File: src/rtl/opaddr_pkg.sv
package opaddr_pkg;

  typedef enum logic [2:0] {
    AM_POSTINC = 3'd0,
    AM_PREDEC  = 3'd1,
    AM_ABS8    = 3'd2,
    AM_ABS16   = 3'd3,
    AM_ABS24   = 3'd4
  } amode_e;

  typedef enum logic [1:0] {
    SZ_BYTE = 2'd0,
    SZ_WORD = 2'd1,
    SZ_LONG = 2'd2
  } osize_e;

endpackage

File: src/rtl/opaddr_step.sv
// Size-dependent register step: 1, 2 or 4.
module opaddr_step #(
  parameter int REG_W = 32
) (
  input  logic [1:0]       size_sel,
  output logic [REG_W-1:0] step,
  output logic             wide
);
  import opaddr_pkg::*;

  always_comb begin
    step = REG_W'(1);
    wide = 1'b0;
    case (size_sel)
      SZ_WORD: begin step = REG_W'(2); wide = 1'b1; end
      SZ_LONG: begin step = REG_W'(4); wide = 1'b1; end
      default: begin step = REG_W'(1); wide = 1'b0; end
    endcase
  end
endmodule

File: src/rtl/opaddr_abs_ext.sv
// Extends a short absolute field to the full address width.
module opaddr_abs_ext #(
  parameter int ADDR_W  = 24,
  parameter int SHORT_W = 8,
  parameter int MID_W   = 16
) (
  input  logic [2:0]        mode_sel,
  input  logic [ADDR_W-1:0] abs_field,
  output logic [ADDR_W-1:0] abs_addr
);
  import opaddr_pkg::*;

  localparam int SHORT_PAD = ADDR_W - SHORT_W;
  localparam int MID_PAD   = ADDR_W - MID_W;

  logic [ADDR_W-1:0] short_ext, mid_ext;

  assign short_ext = {{SHORT_PAD{1'b1}}, abs_field[SHORT_W-1:0]};
  assign mid_ext   = {{MID_PAD{abs_field[MID_W-1]}}, abs_field[MID_W-1:0]};

  always_comb begin
    case (mode_sel)
      AM_ABS8:  abs_addr = short_ext;
      AM_ABS16: abs_addr = mid_ext;
      AM_ABS24: abs_addr = abs_field;
      default:  abs_addr = '0;
    endcase
  end
endmodule

File: src/rtl/opaddr_wb_reg.sv
// Output register for the write-back strobe and value.
module opaddr_wb_reg #(
  parameter int REG_W = 32
) (
  input  logic             clk,
  input  logic             rst,
  input  logic             d_en,
  input  logic [REG_W-1:0] d_data,
  output logic             q_en,
  output logic [REG_W-1:0] q_data
);
  always_ff @(posedge clk) begin
    if (rst) begin
      q_en   <= 1'b0;
      q_data <= '0;
    end else begin
      q_en   <= d_en;
      q_data <= d_en ? d_data : q_data;
    end
  end
endmodule

File: src/rtl/opaddr_gen.sv
module opaddr_gen #(
  parameter int REG_W  = 32,
  parameter int ADDR_W = 24,
  parameter int NORM_W = 16
) (
  input  logic              clk,
  input  logic              rst,
  input  logic              in_valid,
  input  logic [2:0]        mode_sel,
  input  logic [1:0]        size_sel,
  input  logic [REG_W-1:0]  reg_val,
  input  logic [ADDR_W-1:0] abs_field,
  input  logic              adv_mode,
  output logic [ADDR_W-1:0] ea,
  output logic              addr_err,
  output logic              wb_en,
  output logic [REG_W-1:0]  wb_data
);
  import opaddr_pkg::*;

  localparam int HI_W = ADDR_W - NORM_W;

  logic [REG_W-1:0]  step, inc_val, dec_val, next_val;
  logic              wide, indirect, wb_d_en;
  logic [ADDR_W-1:0] abs_addr, raw_addr;

  opaddr_step #(.REG_W(REG_W)) step_i (
    .size_sel (size_sel),
    .step     (step),
    .wide     (wide)
  );

  opaddr_abs_ext #(.ADDR_W(ADDR_W), .SHORT_W(8), .MID_W(16)) ext_i (
    .mode_sel  (mode_sel),
    .abs_field (abs_field),
    .abs_addr  (abs_addr)
  );

  assign inc_val = reg_val + step;
  assign dec_val = reg_val - step;

  always_comb begin
    indirect = 1'b0;
    next_val = inc_val;
    raw_addr = abs_addr;
    case (mode_sel)
      AM_POSTINC: begin
        indirect = 1'b1;
        next_val = inc_val;
        raw_addr = reg_val[ADDR_W-1:0];
      end
      AM_PREDEC: begin
        indirect = 1'b1;
        next_val = dec_val;
        raw_addr = dec_val[ADDR_W-1:0];
      end
      default: ;
    endcase
  end

  generate
    if (HI_W > 0) begin : g_space
      assign ea = adv_mode ? raw_addr : {{HI_W{1'b0}}, raw_addr[NORM_W-1:0]};
    end else begin : g_flat
      assign ea = raw_addr;
    end
  endgenerate

  assign addr_err = in_valid & wide & ea[0];
  assign wb_d_en  = in_valid & indirect & ~addr_err;

  opaddr_wb_reg #(.REG_W(REG_W)) wb_i (
    .clk    (clk),
    .rst    (rst),
    .d_en   (wb_d_en),
    .d_data (next_val),
    .q_en   (wb_en),
    .q_data (wb_data)
  );
endmodule

File: config.mk
export PLATFORM = sky130hd
export DESIGN_NAME = opaddr_gen
export DESIGN_NICKNAME = d
export VERILOG_FILES = /design/src/rtl/opaddr_pkg.sv /design/src/rtl/opaddr_step.sv /design/src/rtl/opaddr_abs_ext.sv /design/src/rtl/opaddr_wb_reg.sv /design/src/rtl/opaddr_gen.sv
export SDC_FILE = /design/constraint.sdc
export NUM_CORES = 1
export LEC_CHECK = 0
export BUFFER_PORTS_ARGS = -buffer_cell sky130_fd_sc_hd__buf_2
export CAP_MARGIN = 25
export CORE_ASPECT_RATIO = 0.8
export CORE_MARGIN = 2
export CORE_UTILIZATION = 23
export CTS_BUF_LIST = sky130_fd_sc_hd__clkbuf_8 sky130_fd_sc_hd__clkbuf_16
export DETAILED_ROUTE_END_ITERATION = 16
export PLACE_DENSITY = 0.36
export SYNTH_ARGS = -nofsm -noshare
export SYNTH_HDL_FRONTEND = slang
export SYNTH_HIERARCHICAL = 1
export SYNTH_SLANG_ARGS = --single-unit
File: constraint.sdc
create_clock -name clk -period 5.3 [get_ports clk]
set_input_delay 0.265 -clock clk [delete_from_list [all_inputs] [get_ports clk]]
set_output_delay 0.265 -clock clk [all_outputs]
set_load 0.05 [all_outputs]
* Word-level counts from Yosys, hierarchy flattened
Cells that the tools add are included.
** Cells by class
- Add/subtract/negate cells :: 2
- Equal/unequal tests :: 6
- Muxes and demuxes :: 7
- Bitwise logic cells :: 5
- Reductions and logical operators :: 3
** Operator list (number)
- one-hot mux 24 bit (3 select lines) :: 1
- one-hot mux 24 bit (2 select lines) :: 1
- adder 32 bit :: 1
- 2-to-1 mux 32 bit :: 1
- subtractor 32 bit :: 1
- 2-to-1 mux 24 bit :: 1
- == test 3 x 2 -> 1 bit, second input constant :: 2
- one-hot mux 3 bit (2 select lines) :: 1
- AND 1 bit :: 4
- OR reduction 2 bit :: 2
- == test 3 x 1 -> 1 bit, second input constant :: 1
- == test 3 bit, second input constant :: 1
- zero test 3 bit :: 1
- == test 2 x 1 -> 1 bit, second input constant :: 1
- == test 2 bit, second input constant :: 1
- 2-to-1 mux 1 bit :: 2
- NOT 1 bit :: 1
** Storage, ports and cells
- Register bits :: 33
- Input bits :: 65
- Output and inout port bits :: 58

* Depth between registers and ports, before layout
Gate-level depths: netlist of run 1.
- Word-level depth :: 8
- Gate-level depth with buffers :: 16

* Cells and area by module
The synthesis of run 1 kept the hierarchy.
** By module, submodules not included
- opaddr_gen :: times used 1, cells each 645, area an instance 4145.2 sq um, seq. area each 0.0 sq um
- opaddr_wb_reg :: times used 1, cells each 106, area an instance 1202.4 sq um, seq. area each 660.6 sq um
- opaddr_abs_ext :: times used 1, cells each 41, area an instance 362.8 sq um, seq. area each 0.0 sq um
- opaddr_step :: times used 1, cells each 35, area an instance 257.7 sq um, seq. area each 0.0 sq um

* Worst setup path after synthesis of run 1
No wires, ideal clock.
- Kind :: input port to output port
- Start :: input port size_sel[0]
- End :: output port ea[12]
- Data arrival time :: 3.373 ns
- Required time :: 5.035 ns
- Setup slack :: 1.662 ns
- Stages :: 13
- Buffers on the path :: 0
- Path through :: inv_1 -> ha_1 -> ha_1 -> fa_1 -> nand2b_1 -> a21oi_1 -> a21oi_1 -> nor2_1 -> nor2_1 -> o21ai_0 -> xor2_1 -> mux2i_1 -> o21ai_0
** Between the ends
- Cells in the longest elaborated chain, start to end :: 5
- Elaborated cells on any way between the ends :: 6
- Classes of those cells :: add/sub (1); eq/ne (2); mux (3)
** Ends and longest elaborated chain
- from (decl) :: RTL line opaddr_gen.sv:10 : input logic [1:0] size_sel,
- == test 2 bit or == test 2 x 1 -> 1 bit (tied branches) :: RTL line opaddr_step.sv:14 : case (size_sel)
- one-hot mux 3 bit (2 select lines) (*) :: RTL line opaddr_step.sv:14
- via step[0] :: RTL line opaddr_gen.sv:23 : logic [REG_W-1:0] step, inc_val, dec_val, next_val;
- subtractor 32 bit (*) :: RTL line opaddr_gen.sv:40 : assign dec_val = reg_val - step;
- one-hot mux 24 bit (2 select lines) (*) :: RTL line opaddr_gen.sv:46 : case (mode_sel)
- 2-to-1 mux 24 bit (*) :: RTL line opaddr_gen.sv:63 : assign ea = adv_mode ? raw_addr : {{HI_W{1'b0}}, raw_addr[NORM_W-1:0]};
- to (decl) :: RTL line opaddr_gen.sv:14 : output logic [ADDR_W-1:0] ea,
The timed path passes the listed nets; every way through them passes the cells marked *.

* Final worst setup path of run 1
- Start :: input port size_sel[0]
- End :: output port ea[23]
The elaborated chain is that of the path after synthesis.

==> impl_metrics.env, run 1 <==
export IMPL_status="completed"
export IMPL_synth_edf_count=0
export IMPL_cts_tree="done"
export IMPL_crit_fanout=8
export IMPL_area_growth_pct=14.4
export IMPL_vias=5877
export IMPL_min_path_type="in2reg"
export IMPL_drtIter0Drc=381
export IMPL_worst_slack_ns=1.49
export IMPL_gp_congestion=0.834
export IMPL_slew_headroom=0.411
export IMPL_worstPathArrival_ns=3.54
export IMPL_ys_dominant_reg_cell="dfxtp_1"
export IMPL_synth_cells=827
export IMPL_post_cts_buffers=0
export IMPL_fillCellCount=2858
export IMPL_cts_resized=0
export IMPL_fin_nets=1042
export IMPL_grt_pass1_vias=5528
export IMPL_worstSkewPairLatency_ns=0.28
export IMPL_hold_buffers=0
export IMPL_final_common_cell="buf_2"
export IMPL_min_period_ns=3.81
export IMPL_cts_num_sinks=33
export IMPL_io_buffers=122
export IMPL_grt_overflow=0
export IMPL_die_area_sq_mm=0.0273
export IMPL_setup_violations=0
export IMPL_p_leak_uw=0.00296
export IMPL_yosysSeqAreaShare=0.111
export IMPL_htreeDepth=2
export IMPL_cts_root_buf="clkbuf_16"
export IMPL_required_ns=5.04
export IMPL_crit_path_end_kind="output pin"
export IMPL_syn_area_per_cell_sq_um=7.22
export IMPL_hold_violations=0
export IMPL_fp_dieH_um=148
export IMPL_rsz0062_at_grt="false"
export IMPL_r2r_slack_ns=4.65
export IMPL_p_per_area_mw_per_mm2=207
export IMPL_synth_cell_area_sq_mm=0.00597
export IMPL_clk_pin_slew_worst_paths_ns=0.05
export IMPL_grt_max_degree=38
export IMPL_fin_crit_sh=0.718
export IMPL_via_per_inst=4.75
export IMPL_floorplan_initialDensity=0.235
export IMPL_worst_slew_pin_slew_ns=0.882
export IMPL_yosysUniqueCellTypes=71
export IMPL_max_clock_path_buffers=2
export IMPL_grt_pass1_wl_um=33200
export IMPL_peakVddDrop_mv=0.155
export IMPL_die_w_um=184
export IMPL_diodes=0
export IMPL_start_kind="input port"
export IMPL_max_freq_mhz=263
export IMPL_cts_made_buffers=5
export IMPL_dp_final_hpwl_um=17600
export IMPL_grt_antenna_before_repair=1
export IMPL_finalSetupTns_ns=0
export IMPL_ys_ff_latch=33
export IMPL_yosysWarnings=6
export IMPL_boundaryPins=123
export IMPL_maxSlewViolCount=0
export IMPL_critical_path_class="in2out"
export IMPL_clock_skew_ns=0
export IMPL_async_reset_ff_frac=0
export IMPL_gr_usage_all_layers=0.156
export IMPL_ant_nets=0
export IMPL_dp_slack_ns=1.54
export IMPL_layout_common_cells="buf_2 (122), nor2_1 (81), a21oi_1 (78), inv_1 (66), ha_1 (64)"
export IMPL_rows=52
export IMPL_cap_violations=0
export IMPL_drc_errors=0
export IMPL_post_drt_wl_per_cell_um=17.4
export IMPL_wl_um=21600
export IMPL_coreArea_sq_mm=0.0254
export IMPL_dr_pass1_iters=5
export IMPL_layout_drive_gt1_share=0.175
sequential cells by signal (all words and copies together), names as in the netlist:
register,count
wb_i/q_data,32
wb_i/q_en,1
Yosys cell counts, drive strengths merged (10+ instances only):
library cell	count	area [sq um]
nor2	84	320
a21oi	78	390
inv	67	251
ha	64	801
o21ai	61	309
mux2i	53	531
buf	50	387
nand2	50	188
xnor2	44	385
dfxtp	33	661
clkbuf	30	113
nor2b	17	111
nor3	17	85.1
o2bb2ai	17	149
o21bai	16	120
nand2b	13	81.3
a21boi	11	113
a31oi	11	75.1
nor4	10	62.6
critical path, stage by stage:
cell and delay [ns]:
buf_2 0.11, inv_1 0.05, ha_1 0.18, inv_1 0.05, ha_1 0.43, o211ai_1 0.11
a21oi_1 0.25, o21ai_1 0.17, o22ai_1 0.30, a21boi_1 0.21, o41ai_2 0.56, xnor2_1 0.24
a211oi_1 0.29, buf_2 0.31
path summary, 6_finish.rpt:
| check | start | end | cells past startpoint |
|---|---|---|---|
| max | size_sel[0] | ea[23] | 14 |
| min | reg_val[31] | wb_i/q_data[31] | 5 |
| max reg2reg | wb_i/q_data[9] | wb_i/q_data[9] | 2 |
| min reg2reg | wb_i/q_data[15] | wb_i/q_data[15] | 2 |
layer usage:
metal,part of all wire,global-route usage,up-vias,wire length (um)
met2,0.34,0.192,171,7300
met1,0.60,0.275,2681,13000
li1,-,-,3017,-
met3,0.052,0.0171,8,1120
met5,0,0,-,0
met4,0.0060,0.0244,0,129
logic make-up after synthesis:
group	after synthesis	share of synthesized area
adders and majority gates	66	0.141
AOI/OAI and AO/OA	251	0.276
other	1	0.000628
DFF	33	0.111
xor gates and xnor gates	52	0.0763
muxes	53	0.0889
and+or+nand+nor	224	0.181
buffers and inverters	147	0.126
report_power, final:
group / total (uW) / leakage, uW / internal [uW] / switching (uW)
combinational: 806 / 0.00261 / 269 / 536
sequential: 270 / 0.000268 / 262 / 7.83
clock: 338 / 0.0000883 / 233 / 105
total: 1410 / 0.00296 / 764 / 649
cell type report:
| cell class | count | area [sq um] | share of cell area |
|---|---|---|---|
| clock buffer | 6 | 139 | 0.0203 |
| clock inverter | 2 | 33.8 | 0.00495 |
| inverter | 67 | 251 | 0.0368 |
| multi-input combinational | 675 | 4670 | 0.684 |
| sequential | 33 | 661 | 0.0967 |
| tap | 324 | 405 | 0.0594 |
| timing repair buffer | 129 | 671 | 0.0982 |
stage by stage:
step	instance area, sq um	utilization	cells	total power (uW)	hold slack, ns
finish	6830	0.269	1236	1410	0.450
CTS	6820	0.269	1235	1410	0.445
floorplan	6070	-	855	861	0.508
global placement	6640	0.262	1227	1070	0.470
global route	6830	0.269	1236	1510	0.489
detailed placement	6640	0.262	1227	1060	0.476
(Power assumes the default switching activity.)
==> run 2: changes to the inputs <==
- clock period: 5.3 -> 3.6 ns (I/O delays scaled with it)
==> run 2 against run 1 <==
Net effect:
- design area grew 1.9%
- global-route usage increased by 0.26 points
- clock power is 23% higher
- die area unchanged
- sequential power is 47% higher
- register-to-register slack worse by 1.7 ns
- cell count rose by 1.5%
- sequential share of layout area is 0.18 points lower
- via count is 0.49% higher
- critical path type unchanged
- critical endpoint is now ea[16]
- highest routed layer is now met5
==> impl_metrics.env, run 2 (synthesized netlist as in run 1, its figures left out) <==
export IMPL_worst_slew_pin_slew_ns=0.691
export IMPL_grt_max_degree=34
export IMPL_rsz0062_at_grt="false"
export IMPL_layout_cells_non_filler=1255
export IMPL_max_clock_path_buffers=2
export IMPL_diodes=0
export IMPL_cap_violations=0
export IMPL_coreArea_sq_mm=0.0254
export IMPL_grt_overflow=0
export IMPL_gp_congestion=0.835
export IMPL_die_w_um=184
export IMPL_grt_pass1_vias=5760
export IMPL_grt_pass1_wl_um=33800
export IMPL_p_leak_uw=0.00303
export IMPL_p_total_uw=2040
export IMPL_maxSlewViolCount=0
export IMPL_cts_made_buffers=5
export IMPL_fin_crit_sh=0.936
export IMPL_setup_violations=0
export IMPL_min_period_ns=3.37
export IMPL_critical_path_class="in2out"
export IMPL_ant_nets=0
export IMPL_hold_violations=0
export IMPL_grt_antenna_before_repair=2
export IMPL_utilization=0.274
export IMPL_clk_pin_slew_worst_paths_ns=0.05
export IMPL_required_ns=3.42
export IMPL_start_kind="input port"
export IMPL_layout_common_cells="buf_2 (121), nor2_1 (81), a21oi_1 (77), inv_1 (65), ha_1 (64)"
export IMPL_boundaryPins=123
export IMPL_hold_buffers=0
export IMPL_drtIter0Drc=358
export IMPL_dp_final_hpwl_um=18100
export IMPL_multi_input_area_sq_mm=0.00468
export IMPL_status="completed"
export IMPL_worst_hold_slack_ns=0.372
export IMPL_cts_resized=0
export IMPL_cts_num_sinks=33
export IMPL_post_cts_buffers=0
export IMPL_floorplan_initialDensity=0.235
export IMPL_slowest_stage="fa_1"
export IMPL_clock_skew_ns=0
export IMPL_crit_fanout=5
export IMPL_p_per_area_mw_per_mm2=292
export IMPL_via_per_inst=4.71
export IMPL_reg_largest_list="wb_i/q_data (32), wb_i/q_en (1)"
export IMPL_drc_errors=0
export IMPL_worstSkewPairLatency_ns=0.28
export IMPL_fillCellCount=2896
export IMPL_cpPeakStageDelay_ns=0.40
export IMPL_htreeDepth=2
export IMPL_path_cells="buf_2, inv_1, ha_1, ha_1, fa_1, nand2b_1, a21oi_2, a21oi_1, buf_4, o21bai_1, buf_4, nor2_1, o21ai_1, xnor2_1, mux2i_1, a21oi_1, clkbuf_4"
export IMPL_peakVddDrop_mv=0.150
export IMPL_worstPathArrival_ns=3.19
export IMPL_regArea_sq_um=661
export IMPL_min_path_type="in2reg"
export IMPL_final_common_cell="buf_2"
export IMPL_rows=52
export IMPL_area_growth_pct=16.6
export IMPL_crit_path_end_kind="output pin"
export IMPL_fp_dieH_um=148
export IMPL_placed_cells=1247
export IMPL_gr_usage_all_layers=0.159
export IMPL_fin_nets=1061
export IMPL_top_register="wb_i/q_data"
export IMPL_io_buffers=122
export IMPL_layout_drive_gt1_share=0.195
export IMPL_die_area_sq_mm=0.0273
export IMPL_dr_pass1_iters=5
export IMPL_cts_tree="done"
export IMPL_wl_um=21600
export IMPL_max_freq_mhz=297
export IMPL_vias=5906
export IMPL_cts_root_buf="clkbuf_16"
export IMPL_finalSetupTns_ns=0
export IMPL_largest_register_ffs=32
export IMPL_slew_headroom=0.535
export IMPL_post_drt_wl_per_cell_um=17.2
-- run 2: cell count changes in the layout (fill, tap and decap cells not counted), moves of 2 or more --
cell | previous run | this run
o21ai_0 | 54 | 52
buf_4 | 6 | 25
o21ai_1 | 6 | 8
clkinv_2 | 0 | 2
-- run 2: final timing paths --
kind | start | to | slack, ns | depth (start not counted)
worst max-delay path | size_sel[0] | ea[16] | 0.23 | 17
worst min-delay path | reg_val[31] | wb_i/q_data[31] | 0.37 | 5
worst max register to register | wb_i/q_data[24] | wb_i/q_data[24] | 2.95 | 2
worst min register to register | wb_i/q_data[15] | wb_i/q_data[15] | 0.49 | 2
-- run 2: layer usage --
layer / vias up / share of wire / GRT usage / wire [um]
li1: 3042 / - / - / -
met1: 2705 / 0.60 / 0.275 / 12900
met2: 147 / 0.35 / 0.197 / 7490
met3: 10 / 0.049 / 0.0223 / 1060
met4: 2 / 0.0069 / 0.0240 / 150
met5: - / 0.00060 / 0 / 13
-- run 2: through the flow --
| stage | setup slack, ns | area [sq um] |
|---|---|---|
| final | 0.231 | 6960 |
| after global routing | 0.00556 | 6960 |
| after CTS | 0.0763 | 6950 |
| after detailed placement | 0.0903 | 6810 |
| after global placement | 0.113 | 6810 |
| after floorplan | 0.132 | 6070 |
-- run 2: worst max-delay path, delay by kind of cell --
| kind | cells | cell delay (ns) |
|---|---|---|
| AND/OR/NAND/NOR | 2 | 0.23 |
| multiplexers | 1 | 0.14 |
| buffers and inverters | 5 | 0.69 |
| AO/OA/AOI/OAI | 5 | 0.78 |
| XOR/XNOR | 1 | 0.22 |
| adder cells (fa/ha/maj) | 3 | 0.93 |
-- run 2: final cells by class --
| cell class | count | share of cell area |
|---|---|---|
| multi-input combinational | 675 | 0.672 |
| timing repair buffer | 148 | 0.118 |
| sequential | 33 | 0.0949 |
| tap | 324 | 0.0582 |
| inverter | 67 | 0.0361 |
| clock buffer | 5 | 0.0180 |
| clock inverter | 3 | 0.00252 |
-- run 2: report_power, final --
part           leakage [uW]  switching, uW  internal (uW)
Combinational       0.00270            798            426
Sequential         0.000268           11.4            386
Clock             0.0000696            162            253
==> run 3: changes to the inputs <==
- RECOVER_POWER: default -> 25
==> run 3 against run 2 <==
Net effect:
- design area shrank 0.40%
- sequential share of layout area is essentially flat
- non-clock buffer count is the same
- wire length up 0.12%
- critical endpoint unchanged
- combinational power barely moved
- count of clock-buffer cells in the layout did not move
- sequential cell count unchanged
- fmax hardly changed
- sequential power hardly changed
==> impl_metrics.env, run 3 (synthesized netlist as in run 1, its figures left out) <==
export IMPL_dr_pass1_iters=4
export IMPL_r2r_slack_ns=2.95
export IMPL_worstSkewPairLatency_ns=0.28
export IMPL_top_register="wb_i/q_data"
export IMPL_grt_pass1_vias=5760
export IMPL_grt_max_degree=34
export IMPL_power_share_clock=0.204
export IMPL_slew_headroom=0.535
export IMPL_min_path_type="in2reg"
export IMPL_status="completed"
export IMPL_multi_input_area_sq_mm=0.00468
export IMPL_dp_slack_ns=0.0903
export IMPL_rsz0062_at_grt="false"
export IMPL_finalSetupTns_ns=0
export IMPL_max_clock_path_buffers=2
export IMPL_power_frac_seq=0.196
export IMPL_post_drt_wl_per_cell_um=17.3
export IMPL_grt_overflow=0
export IMPL_vias=5905
export IMPL_hold_buffers=0
export IMPL_peakVddDrop_mv=0.150
export IMPL_p_int_uw=1060
export IMPL_worst_slack_ns=0.229
export IMPL_p_per_area_mw_per_mm2=293
export IMPL_wl_um=21700
export IMPL_drc_errors=0
export IMPL_worstPathArrival_ns=3.19
export IMPL_hold_violations=0
export IMPL_p_leak_uw=0.00294
export IMPL_hold_depth=5
export IMPL_gr_usage_all_layers=0.159
export IMPL_final_common_cell="buf_2"
export IMPL_fin_crit_sh=0.936
export IMPL_max_freq_mhz=297
export IMPL_cts_root_buf="clkbuf_16"
export IMPL_crit_path_end_kind="output pin"
export IMPL_r2r_cells=2
export IMPL_diodes=0
export IMPL_clk_pin_slew_worst_paths_ns=0.05
export IMPL_dp_final_hpwl_um=18100
export IMPL_cap_violations=0
export IMPL_fp_dieH_um=148
export IMPL_r2r_start="wb_i/q_data[28]"
export IMPL_worst_slew_pin_slew_ns=0.691
export IMPL_critical_path_class="in2out"
export IMPL_reg_largest_list="wb_i/q_data (32), wb_i/q_en (1)"
export IMPL_r2r_end="wb_i/q_data[28]"
export IMPL_rows=52
export IMPL_start_kind="input port"
export IMPL_gp_congestion=0.835
export IMPL_comb_power_share=0.600
export IMPL_crit_fanout=5
export IMPL_die_w_um=184
export IMPL_cts_tree="done"
export IMPL_cts_num_sinks=33
export IMPL_regArea_sq_um=661
export IMPL_ant_nets=0
export IMPL_min_period_ns=3.37
export IMPL_maxSlewViolCount=0
export IMPL_fillCellCount=2904
export IMPL_boundaryPins=123
export IMPL_floorplan_initialDensity=0.235
export IMPL_fin_area_sq_mm=0.00693
export IMPL_coreArea_sq_mm=0.0254
export IMPL_switchingPower_uw=972
export IMPL_via_per_inst=4.71
export IMPL_io_buffers=122
export IMPL_fin_nets=1061
export IMPL_htreeDepth=2
export IMPL_drtIter0Drc=331
export IMPL_die_area_sq_mm=0.0273
export IMPL_swShare=0.478
export IMPL_layout_common_cells="buf_2 (99), nor2_1 (81), a21oi_1 (77), inv_1 (65), ha_1 (64)"
export IMPL_layout_drive_gt1_share=0.172
export IMPL_clock_skew_ns=0
export IMPL_area_growth_pct=16.2
export IMPL_required_ns=3.42
export IMPL_setup_violations=0
export IMPL_grt_antenna_before_repair=2
export IMPL_cts_made_buffers=5
export IMPL_largest_register_ffs=32
export IMPL_postPlaceCellArea_sq_mm=0.00681
export IMPL_min_to="wb_i/q_data[31]"
export IMPL_holdCritStartpoint="reg_val[31]"
export IMPL_grt_pass1_wl_um=33800
[run 3: changes by cell type in the layout (fill, tap and decap cells not counted), sizes merged]
cell	previous run	this run
buf	147	125
clkbuf	6	28
[run 3: through the flow]
| stage | utilization | cells | hold slack (ns) | power [uW] |
|---|---|---|---|---|
| after global routing | 0.273 | 1255 | 0.437 | 2180 |
| after global placement | 0.268 | 1247 | 0.475 | 1610 |
| after floorplan | - | 855 | 0.423 | 1270 |
| after CTS | 0.274 | 1255 | 0.365 | 2030 |
| after detailed placement | 0.268 | 1247 | 0.479 | 1600 |
| final | 0.273 | 1255 | 0.369 | 2030 |
[run 3: timing repair]
item,in CTS,in global routing
setup buffers,0,0
setup endpoints to repair,0,3
resized for setup,0,5
hold endpoints to repair,0,0
[run 3: critical path, cell delays in order]
cell	delay, ns
buf_2	0.09
inv_1	0.04
ha_1	0.32
ha_1	0.21
fa_1	0.40
nand2b_1	0.19
a21oi_2	0.18
a21oi_1	0.12
buf_4	0.15
o21bai_1	0.11
buf_4	0.16
nor2_1	0.04
o21ai_1	0.20
xnor2_1	0.22
mux2i_1	0.14
a21oi_1	0.17
clkbuf_4	0.25
[run 3: how the worst max path moves through the flow]
stage | start | end | depth (start not counted)
global route | size_sel[0] | ea[16] | 17
CTS | size_sel[0] | ea[16] | 17
global placement | size_sel[0] | ea[12] | 16
detailed placement | size_sel[0] | ea[16] | 17
floorplan | size_sel[0] | ea[12] | 13
finish | size_sel[0] | ea[16] | 17
[run 3: final cells by class]
| cell class | count | area share |
|---|---|---|
| multi-input combinational | 675 | 0.675 |
| tap | 324 | 0.0585 |
| timing repair buffer | 148 | 0.114 |
| clock buffer | 5 | 0.0180 |
| clock inverter | 3 | 0.00253 |
| inverter | 67 | 0.0363 |
| sequential | 33 | 0.0953 |
[run 3: per-layer routing]
layer  vias up  GRT usage  share of wire
met5         -          0        0.00060
met4         2     0.0240         0.0069
met3        10     0.0223          0.048
met2       151      0.197           0.34
met1      2702      0.275           0.60
li1       3040          -              -
[run 3: power groups by stage]
| stage | Clock [uW] | Combinational (uW) | Sequential (uW) |
|---|---|---|---|
| floorplan | 0 | 796 | 472 |
| global placement | 0 | 1200 | 405 |
| detailed placement | 0 | 1190 | 405 |
| CTS | 437 | 1200 | 397 |
| global route | 442 | 1340 | 400 |
| finish | 415 | 1220 | 398 |
